===== config.mk =====
export PLATFORM = sky130hd
export DESIGN_NAME = fsdl_rx
export DESIGN_NICKNAME = d
export VERILOG_FILES = /design/src/rtl/fsdl_pkg.sv /design/src/rtl/fsdl_hunt.sv /design/src/rtl/fsdl_pack.sv /design/src/rtl/fsdl_rx.sv
export SDC_FILE = /design/constraint.sdc
export NUM_CORES = 1
export LEC_CHECK = 0
export BUFFER_PORTS_ARGS = -buffer_cell sky130_fd_sc_hd__buf_2
export CAP_MARGIN = 5
export CELL_PAD_IN_SITES_DETAIL_PLACEMENT = 2
export CELL_PAD_IN_SITES_GLOBAL_PLACEMENT = 2
export CORE_MARGIN = 1.5
export CORE_UTILIZATION = 36
export CTS_CLUSTER_SIZE = 8
export DETAILED_ROUTE_END_ITERATION = 8
export PLACE_DENSITY_LB_ADDON = 0.1
export SLEW_MARGIN = 20
export SYNTH_ARGS = -nofsm -noshare
export SYNTH_HDL_FRONTEND = slang
export SYNTH_SLANG_ARGS = --single-unit

===== constraint.sdc =====
create_clock -name clk -period 3.5 [get_ports clk]
set_clock_uncertainty 0.1 [all_clocks]
set_input_delay 0.175 -clock clk [delete_from_list [all_inputs] [get_ports clk]]
set_output_delay 0.175 -clock clk [all_outputs]
set_load 0.02 [all_outputs]

===== src/rtl/fsdl_pkg.sv =====
package fsdl_pkg;

    typedef enum logic [1:0] {
        ST_HUNT    = 2'd0,
        ST_COLLECT = 2'd1,
        ST_VERIFY  = 2'd2
    } hunt_state_e;

    // per-Fs-bit events from the aligner to the rest of the block
    typedef struct packed {
        logic msg_vld;
        logic msg_bit;
        logic match;
        logic drop;
    } hunt_evt_t;

    function automatic int imax(input int a, input int b);
        return (a > b) ? a : b;
    endfunction

    function automatic int cw(input int n);
        return (n > 1) ? $clog2(n) : 1;
    endfunction

endpackage


===== src/rtl/fsdl_hunt.sv =====
module fsdl_hunt
    import fsdl_pkg::*;
#(
    parameter int               PAT_W    = 12,
    parameter int               MSG_BITS = 24,
    parameter logic [PAT_W-1:0] SYNC_PAT = 12'b000111000111
) (
    input  logic      clk,
    input  logic      rst,
    input  logic      fs_stb,
    input  logic      fs_bit,
    output hunt_evt_t evt,
    output logic      locked
);
    localparam int             CW       = cw(imax(PAT_W, MSG_BITS));
    localparam logic [CW-1:0]  PAT_LAST = CW'(PAT_W - 1);
    localparam logic [CW-1:0]  MSG_LAST = CW'(MSG_BITS - 1);

    hunt_state_e      st;
    logic [PAT_W-1:0] win;
    logic [CW-1:0]    fill;
    logic [CW-1:0]    cnt;
    logic [PAT_W-1:0] win_nx;
    logic             exp_bit;

    assign win_nx  = {win[PAT_W-2:0], fs_bit};
    assign exp_bit = SYNC_PAT[PAT_LAST - cnt];
    assign locked  = (st != ST_HUNT);

    always_comb begin
        evt = '0;
        if (fs_stb) begin
            case (st)
                ST_HUNT:    evt.match = (fill == PAT_LAST) && (win_nx == SYNC_PAT);
                ST_COLLECT: begin
                    evt.msg_vld = 1'b1;
                    evt.msg_bit = fs_bit;
                end
                ST_VERIFY: begin
                    if (fs_bit != exp_bit) evt.drop  = 1'b1;
                    else                   evt.match = (cnt == PAT_LAST);
                end
                default: evt = '0;
            endcase
        end
    end

    always_ff @(posedge clk) begin
        if (rst) begin
            st   <= ST_HUNT;
            win  <= '0;
            fill <= '0;
            cnt  <= '0;
        end else if (fs_stb) begin
            case (st)
                ST_HUNT: begin
                    win <= win_nx;
                    if (fill != PAT_LAST) fill <= fill + 1'b1;
                    if (evt.match) begin
                        st  <= ST_COLLECT;
                        cnt <= '0;
                    end
                end
                ST_COLLECT: begin
                    if (cnt == MSG_LAST) begin
                        st  <= ST_VERIFY;
                        cnt <= '0;
                    end else begin
                        cnt <= cnt + 1'b1;
                    end
                end
                ST_VERIFY: begin
                    if (evt.drop) begin
                        st   <= ST_HUNT;
                        win  <= '0;
                        fill <= '0;
                        cnt  <= '0;
                    end else if (evt.match) begin
                        st  <= ST_COLLECT;
                        cnt <= '0;
                    end else begin
                        cnt <= cnt + 1'b1;
                    end
                end
                default: st <= ST_HUNT;
            endcase
        end
    end

    // no Fs strobe (Ft or idle) leaves alignment untouched
    assert_ft_ignored_R2: assert property (@(posedge clk) disable iff (rst)
        !fs_stb |=> ($stable(st) && $stable(win) && $stable(cnt)));

    // a mismatch while verifying ends lock on the next edge
    assert_drop_unlocks_R9: assert property (@(posedge clk) disable iff (rst)
        evt.drop |=> !locked);

    // message positions never produce a match event
    assert_no_match_in_msg_R10: assert property (@(posedge clk) disable iff (rst)
        evt.msg_vld |-> !evt.match);

endmodule


===== src/rtl/fsdl_pack.sv =====
module fsdl_pack
    import fsdl_pkg::*;
#(
    parameter int BYTE_W = 8,
    parameter int NBYTES = 3
) (
    input  logic                    clk,
    input  logic                    rst,
    input  logic                    bit_vld,
    input  logic                    bit_in,
    input  logic                    restart,
    input  logic                    rd,
    input  logic                    ovr_clr,
    output logic [BYTE_W-1:0]       byte_q,
    output logic [cw(NBYTES)-1:0]   idx_q,
    output logic                    full,
    output logic                    ovr
);
    localparam int                BCW       = cw(BYTE_W);
    localparam int                IW        = cw(NBYTES);
    localparam logic [BCW-1:0]    BIT_LAST  = BCW'(BYTE_W - 1);
    localparam logic [IW-1:0]     SLOT_LAST = IW'(NBYTES - 1);

    logic [BYTE_W-1:0] sh;
    logic [BCW-1:0]    bcnt;
    logic [IW-1:0]     slot;
    logic              byte_done;

    assign byte_done = bit_vld && (bcnt == BIT_LAST);

    always_ff @(posedge clk) begin
        if (rst) begin
            sh     <= '0;
            bcnt   <= '0;
            slot   <= '0;
            byte_q <= '0;
            idx_q  <= '0;
        end else if (restart) begin
            bcnt <= '0;
            slot <= '0;
        end else if (bit_vld) begin
            sh <= {sh[BYTE_W-2:0], bit_in};
            if (byte_done) begin
                byte_q <= {sh[BYTE_W-2:0], bit_in};
                idx_q  <= slot;
                slot   <= (slot == SLOT_LAST) ? '0 : slot + 1'b1;
                bcnt   <= '0;
            end else begin
                bcnt <= bcnt + 1'b1;
            end
        end
    end

    always_ff @(posedge clk) begin
        if (rst) begin
            full <= 1'b0;
            ovr  <= 1'b0;
        end else begin
            if (byte_done)  full <= 1'b1;
            else if (rd)    full <= 1'b0;
            if (byte_done && full && !rd) ovr <= 1'b1;
            else if (ovr_clr)             ovr <= 1'b0;
        end
    end

    // a byte becomes full only on an accepted message bit
    assert_full_src_R6: assert property (@(posedge clk) disable iff (rst)
        $rose(full) |-> $past(bit_vld));

    // a read with no completing byte empties the register
    assert_rd_clears_R6: assert property (@(posedge clk) disable iff (rst)
        (rd && full && !bit_vld) |=> !full);

    // overrun needs an unread byte already held
    assert_ovr_src_R7: assert property (@(posedge clk) disable iff (rst)
        $rose(ovr) |-> $past(full));

endmodule


===== src/rtl/fsdl_rx.sv =====
module fsdl_rx
    import fsdl_pkg::*;
#(
    parameter int          PAT_W    = 12,
    parameter int          BYTE_W   = 8,
    parameter int          NBYTES   = 3,
    parameter logic [11:0] SYNC_PAT = 12'b000111000111
) (
    input  logic              clk,
    input  logic              rst,
    input  logic              fr_stb,
    input  logic              fr_is_fs,
    input  logic              fr_bit,
    input  logic              stat_clr,
    input  logic              dl_rd,
    output logic              match_flag,
    output logic              locked,
    output logic [BYTE_W-1:0] dl_byte,
    output logic [1:0]        dl_idx,
    output logic              dl_full,
    output logic              dl_ovr
);
    localparam int MSG_BITS = BYTE_W * NBYTES;
    localparam int IW       = cw(NBYTES);

    hunt_evt_t     evt;
    logic          fs_stb;
    logic [IW-1:0] idx_w;

    assign fs_stb = fr_stb && fr_is_fs;

    fsdl_hunt #(
        .PAT_W    (PAT_W),
        .MSG_BITS (MSG_BITS),
        .SYNC_PAT (PAT_W'(SYNC_PAT))
    ) u_hunt (
        .clk    (clk),
        .rst    (rst),
        .fs_stb (fs_stb),
        .fs_bit (fr_bit),
        .evt    (evt),
        .locked (locked)
    );

    fsdl_pack #(
        .BYTE_W (BYTE_W),
        .NBYTES (NBYTES)
    ) u_pack (
        .clk     (clk),
        .rst     (rst),
        .bit_vld (evt.msg_vld),
        .bit_in  (evt.msg_bit),
        .restart (evt.match || evt.drop),
        .rd      (dl_rd),
        .ovr_clr (stat_clr),
        .byte_q  (dl_byte),
        .idx_q   (idx_w),
        .full    (dl_full),
        .ovr     (dl_ovr)
    );

    assign dl_idx = 2'(idx_w);

    always_ff @(posedge clk) begin
        if (rst)            match_flag <= 1'b0;
        else if (evt.match) match_flag <= 1'b1;
        else if (stat_clr)  match_flag <= 1'b0;
    end

    // the flag can only rise on a sampled Fs position
    assert_match_on_fs_R3: assert property (@(posedge clk) disable iff (rst)
        $rose(match_flag) |-> $past(fr_stb && fr_is_fs));

    // the flag holds until a clear is seen
    assert_match_sticky_R4: assert property (@(posedge clk) disable iff (rst)
        (match_flag && !stat_clr) |=> match_flag);

    // gaining lock always comes with a match
    assert_lock_needs_match_R9: assert property (@(posedge clk) disable iff (rst)
        $rose(locked) |-> match_flag);

endmodule


==> results.sh, run 1 <==
export IMPL_synth_fp_nets=302
export IMPL_powerDensity_nw_per_um2=357.2
export IMPL_drv_slew=0
export IMPL_start_util_pct=37.68
export IMPL_grt_pass1_vias=2209
export IMPL_num_rows=29
export IMPL_layout_drive_gt1_share_pct=10.96
export IMPL_dr_first_iter_drc_count=47
export IMPL_hold_class="input port to flip-flop"
export IMPL_dp_cells=370
export IMPL_ys_flop_type="dfxtp_1"
export IMPL_core_area_um2=6422
export IMPL_cp_max_fo=9
export IMPL_port_buffers=20
export IMPL_place_congestion=0.7623
export IMPL_dpl_cell_area_um2=2575
export IMPL_drcViolationCount=4
export IMPL_cts_resized=0
export IMPL_die_h_um=84.99
export IMPL_cts_sinks=48
export IMPL_crit_start="u_hunt.cnt[2]"
export IMPL_cp_arrival_ns=2.97
export IMPL_die_area_um2=7222
export IMPL_routed_wl_um=6247
export IMPL_crit_type="flip-flop to flip-flop"
export IMPL_hpwlAfterDp_um=4420
export IMPL_fin_tns_setup_ns=0
export IMPL_grt_max_degree=49
export IMPL_tightest_slew_ns=0.7866
export IMPL_pre_cts_slack_ns=0.6217
export IMPL_synth_avg_cell_area_um2=8.551
export IMPL_synth_edf_count=0
export IMPL_setup_viol=0
export IMPL_postLayoutSetupSlackWorst_ns=0.5919
export IMPL_cp_cell_sequence="inv_1, ha_1, nor2b_1, a211o_1, a2111oi_0, nor3_1, a31oi_1, a21oi_1"
export IMPL_critical_path_top_delay_family="compound AO/OA/AOI/OAI gates"
export IMPL_synth_seq_cells=48
export IMPL_r2r_start="u_hunt.cnt[2]"
export IMPL_finalCriticalPeriod_ns=2.908
export IMPL_clkTransAtPathRegs_ns=0.10
export IMPL_synth_cells=283
export IMPL_post_cts_buffers=0
export IMPL_area_growth_pct=10.39
export IMPL_detail_route_first_pass_iterations=6
export IMPL_grt_overflow=0
export IMPL_clock_latency_ns=0.30
export IMPL_crit_buf_inv=1
export IMPL_cp_start_kind="flip-flop"
export IMPL_peakVddDrop_v=0.0001701
export IMPL_vias=2084
export IMPL_rsz0062_at_grt="no"
export IMPL_postRouteAntennaNets=0
export IMPL_final_cell_mix="dfxtp_1, a21oi_1, nand2b_1"
export IMPL_die_w_um=84.99
export IMPL_io_pins=21
export IMPL_cts_tree="built"
export IMPL_maxCapViolations=0
export IMPL_grtUsageTotal_pct=18.61
export IMPL_yosys_warnings=0
export IMPL_root_buffer="clkbuf_8"
export IMPL_drt_wirelength_per_cell_um=16.53
export IMPL_final_common_cell="dfxtp_1"
export IMPL_cts_made_buffers=5
export IMPL_final_period_utilization_pct=83.09
export IMPL_grt_first_pass_wirelength_um=10890
export IMPL_antenna_found_initial=0
export IMPL_fmax_ghz=0.3439
export IMPL_failed_checks="design-rule violations"
export IMPL_cts_hold_buf=0
export IMPL_status="complete, but fails checks"
export IMPL_stdcell_count=378
export IMPL_synth_cell_type_count=44
export IMPL_nets=319
export IMPL_clockBufferDepth=2
export IMPL_worstPathRequired_ns=3.56
export IMPL_hp_start="dl_rd"
export IMPL_p_leak_uw=0.001027
export IMPL_cp_slowest_cell="a2111oi_0"
export IMPL_antennaDiodeCount=0
export IMPL_seq_area_frac_synth_pct=39.71
export IMPL_fill_cells=751
export IMPL_postSynth_asyncResetShare_pct=0
export IMPL_postLayoutCellArea_um2=2671
export IMPL_whs_ns=0.06699
export IMPL_final_hold_violation_count=0
export IMPL_endpoint_kind="flip-flop"
export IMPL_slowest_delay_ns=0.56
export IMPL_synth_area_um2=2420
export IMPL_htree_levels=2
export IMPL_routed_via_density=5.513
export IMPL_maxSlewHeadroom_pct=47.56
-- cell type report --
| class | count | area (um2) | share of cell area [%] |
|---|---|---|---|
| inverter | 11 | 41.29 | 1.546 |
| clock inverter | 2 | 13.76 | 0.5152 |
| multi-input combinational | 213 | 1369 | 51.24 |
| timing repair buffer | 21 | 107.6 | 4.028 |
| clock buffer | 6 | 82.58 | 3.091 |
| tap | 77 | 96.34 | 3.607 |
| sequential | 48 | 960.9 | 35.97 |
-- power breakdown --
group          total, uW  internal [uW]  switching, uW
Sequential           550            548           1.82
Combinational       41.2           14.0           27.2
Clock                363            162            201
-- per-stage QoR --
| step | power, uW | util, % |
|---|---|---|
| final | 954.2 | 41.59 |
| after global placement | 603.6 | 40.09 |
| after global routing | 999.7 | 41.59 |
| after floorplan | 589.2 | - |
| after detailed placement | 604.1 | 40.09 |
| after CTS | 970.9 | 41.59 |
-- flip-flops by register name, indices dropped and copies added, names as in the netlist --
register and flops:
u_pack.sh 7, u_pack.ovr 1, u_hunt.st 2, u_pack.slot 2, u_hunt.fill 5, u_hunt.win 11
match_flag 1, u_pack.idx_q 2, u_pack.full 1, u_hunt.cnt 5, u_pack.bcnt 3, u_pack.byte_q 8
-- worst register-to-register path: cells and delay by family, from the launching register on --
family / cells / cell delay, ns
AOI/OAI and AO/OA: 4 / 1.20
DFF: 1 / 0.55
and+or+nand+nor: 2 / 0.43
adders and majority gates: 1 / 0.41
buffers and inverters: 1 / 0.09
-- cells by family (layout without fill, tap and decap cells) --
family / count (synthesis) / in the layout / share of synthesized area [%]
AOI/OAI and AO/OA: 59 / 59 / 14.89
adders and majority gates: 12 / 12 / 6.205
buffers and inverters: 22 / 40 / 3.723
DFF: 48 / 48 / 39.71
muxes: 19 / 19 / 8.066
and+or+nand+nor: 123 / 123 / 27.40
-- cell usage after synthesis, drive strengths merged, types with 2 or more instances --
library cell | n | area [um2]
nand4 | 3 | 18.77
and2 | 5 | 31.28
nor2b | 2 | 12.51
a211o | 2 | 17.52
mux2i | 18 | 180.2
nor4 | 2 | 12.51
or3 | 3 | 18.77
a31oi | 7 | 43.79
a21o | 2 | 15.01
and3 | 4 | 25.02
o21ai | 8 | 40.04
a21oi | 28 | 140.1
nand2 | 24 | 90.09
dfxtp | 48 | 960.9
ha | 12 | 150.1
nor3 | 7 | 35.03
and4b | 2 | 20.02
clkbuf | 9 | 33.78
nor3b | 3 | 22.52
nand3 | 21 | 110.1
inv | 11 | 41.29
nand4b | 2 | 17.52
buf | 2 | 15.01
nand2b | 25 | 156.4
o211ai | 2 | 15.01
nor2 | 16 | 60.06
-- routing by layer --
layer	routed length, um	track usage, %	up-vias	part of all wire (%)
met5	0	0	-	0
met4	60	4.024	0	0.96
met3	136	2.918	5	2.2
met2	3060	33.41	18	49
met1	2990	23.48	1022	48
li1	-	-	1039	-
-- path summary, 6_finish.rpt --
path                         end  slack, ns  cells past startpoint
setup / recovery   u_hunt.cnt[2]       0.59                      8
hold / removal       u_pack.full       0.07                      3
setup reg to reg   u_hunt.cnt[2]       0.59                      8
hold reg to reg   u_hunt.win[10]       0.37                      2
Note: power is estimated with default switching activity, not from simulation.
==> run 2, diff against run 1 <==
Clock period 3.5 ns to 2.7 ns, I/O delays scaled along.
==> run 2 against run 1 <==
Net effect: the run still ends with design-rule violations left; maximum frequency up 13%; register-to-register slack worse by 0.47 ns; count of clock-buffer cells in the layout unchanged; cell count up 3.2%; global-route usage up 0.73 points; first-iteration DRC count up 83%; die area unchanged; sequential share of layout area down 1.4 points; routed wire length up 7.7%; design area up 3.9%; total power up 31%; critical path type unchanged; critical endpoint is now u_pack.sh[6]; largest cell class unchanged; largest power group unchanged.
==> results.sh, run 2 (synthesis gave the netlist of run 1 again) <==
export IMPL_fill_cells=722
export IMPL_root_buffer="clkbuf_8"
export IMPL_finalCriticalPeriod_ns=2.573
export IMPL_dpl_cell_area_um2=2665
export IMPL_cp_max_fo=7
export IMPL_endpoint_kind="flip-flop"
export IMPL_grt_first_pass_wirelength_um=11120
export IMPL_num_rows=29
export IMPL_critical_path_top_delay_family="compound AO/OA/AOI/OAI gates"
export IMPL_cts_made_buffers=5
export IMPL_final_cell_mix="dfxtp_1, a21oi_1, nand2b_1"
export IMPL_hpwlAfterDp_um=4942
export IMPL_cp_slowest_cell="dfxtp_1"
export IMPL_die_h_um=84.99
export IMPL_reg2reg_slack_ns=0.13
export IMPL_rsz0062_at_grt="no"
export IMPL_antennaDiodeCount=0
export IMPL_clockBufferDepth=2
export IMPL_top_regs="u_hunt.win (11), u_pack.byte_q (8), u_pack.sh (7)"
export IMPL_r2r_end="u_pack.sh[6]"
export IMPL_crit_end="u_pack.sh[6]"
export IMPL_die_w_um=84.99
export IMPL_cts_tree="built"
export IMPL_io_pins=21
export IMPL_peakVddDrop_v=0.0002341
export IMPL_grt_max_degree=28
export IMPL_vias=2182
export IMPL_grtUsageTotal_pct=19.35
export IMPL_drcViolationCount=4
export IMPL_antenna_found_initial=0
export IMPL_core_area_um2=6422
export IMPL_routed_via_density=5.595
export IMPL_crit_buf_inv=1
export IMPL_grt_pass1_vias=2289
export IMPL_p_total_uw=1247
export IMPL_area_growth_pct=14.74
export IMPL_powerDensity_nw_per_um2=449.1
export IMPL_reg2reg_depth=8
export IMPL_status="complete, but fails checks"
export IMPL_p_leak_uw=0.001084
export IMPL_maxCapViolations=0
export IMPL_worstPathRequired_ns=2.83
export IMPL_cts_resized=1
export IMPL_cp_cell_sequence="inv_1, ha_1, mux2_4, a211o_1, a211o_1, a21o_1, and3_2, mux2i_1"
export IMPL_stdcell_count=390
export IMPL_htree_levels=2
export IMPL_postRouteAntennaNets=0
export IMPL_layout_drive_gt1_share_pct=15.65
export IMPL_detail_route_first_pass_iterations=6
export IMPL_drv_slew=0
export IMPL_final_hold_violation_count=0
export IMPL_clock_latency_ns=0.31
export IMPL_postLayoutSetupSlackWorst_ns=0.1266
export IMPL_crit_top_cell="a211o_1"
export IMPL_routed_wl_um=6727
export IMPL_hold_class="input port to flip-flop"
export IMPL_regMostFlops="u_hunt.win"
export IMPL_place_congestion=0.7381
export IMPL_post_cts_buffers=0
export IMPL_crit_start="u_hunt.cnt[1]"
export IMPL_final_common_cell="dfxtp_1"
export IMPL_postLayoutCellArea_um2=2776
export IMPL_largest_register_ffs=11
export IMPL_fin_tns_setup_ns=0
export IMPL_crit_type="flip-flop to flip-flop"
export IMPL_port_buffers=20
export IMPL_final_period_utilization_pct=95.31
export IMPL_dp_cells=382
export IMPL_r2r_start="u_hunt.cnt[1]"
export IMPL_pre_cts_slack_ns=-0.06273
export IMPL_clkTransAtPathRegs_ns=0.10
export IMPL_grt_overflow=0
export IMPL_cp_arrival_ns=2.71
export IMPL_cp_start_kind="flip-flop"
export IMPL_path_depth=8
export IMPL_cts_hold_buf=0
export IMPL_nets=331
export IMPL_failed_checks="design-rule violations"
export IMPL_maxSlewHeadroom_pct=62.34
export IMPL_setup_viol=0
export IMPL_dr_first_iter_drc_count=86
export IMPL_drt_wirelength_per_cell_um=17.25
export IMPL_cts_sinks=48
export IMPL_fmax_ghz=0.3886
export IMPL_start_util_pct=37.68
export IMPL_die_area_um2=7222
export IMPL_slowest_delay_ns=0.38
export IMPL_tightest_slew_ns=0.5648
## run 2: tightest hold or removal path, cell delays in order
cell	delay [ns]
buf_2	0.07
nand2b_1	0.12
a21oi_1	0.07
## run 2: how the worst min path moves through the flow
stage,depth (start not counted),end,start
6_report,3,u_pack.full,dl_rd
3_5_place_dp,3,u_pack.full,dl_rd
5_1_grt,3,u_pack.full,dl_rd
4_1_cts,3,u_pack.full,dl_rd
2_1_floorplan,2,u_hunt.win[0],fr_bit
3_3_place_gp,2,u_hunt.win[10],u_hunt.win[10]
## run 2: power breakdown
| part | leakage [uW] | internal (uW) | switching, uW |
|---|---|---|---|
| Combinational | 0.000646 | 20.8 | 36.8 |
| Sequential | 0.000387 | 710 | 2.34 |
| Clock | 0.0000516 | 210 | 267 |
| Total | 0.00108 | 941 | 306 |
## run 2: cell type report
type,count,area [um2],area share (%)
multi-input cells,213,1384,49.84
flip-flops and latches,48,960.9,34.61
repair buffers,33,197.7,7.120
well taps,77,96.34,3.470
clock buffers,6,82.58,2.974
inverters,11,41.29,1.487
clock inverters,2,13.76,0.4957
## run 2: stage by stage
stage	util [%]	hold WS, ns
2_1_floorplan	-	0.1869
3_3_place_gp	41.50	0.3405
3_5_place_dp	41.50	0.3539
4_1_cts	43.02	0.01948
5_1_grt	43.23	0.03141
6_report	43.23	0.02382
## run 2: per-layer routing
layer / global-route usage (%) / routed length (um) / up-vias
li1: - / - / 1067
met1: 24.49 / 3189 / 1090
met2: 34.34 / 3331 / 18
met3: 2.626 / 130 / 7
met4: 5.365 / 76 / 0
met5: 0 / 0 / -
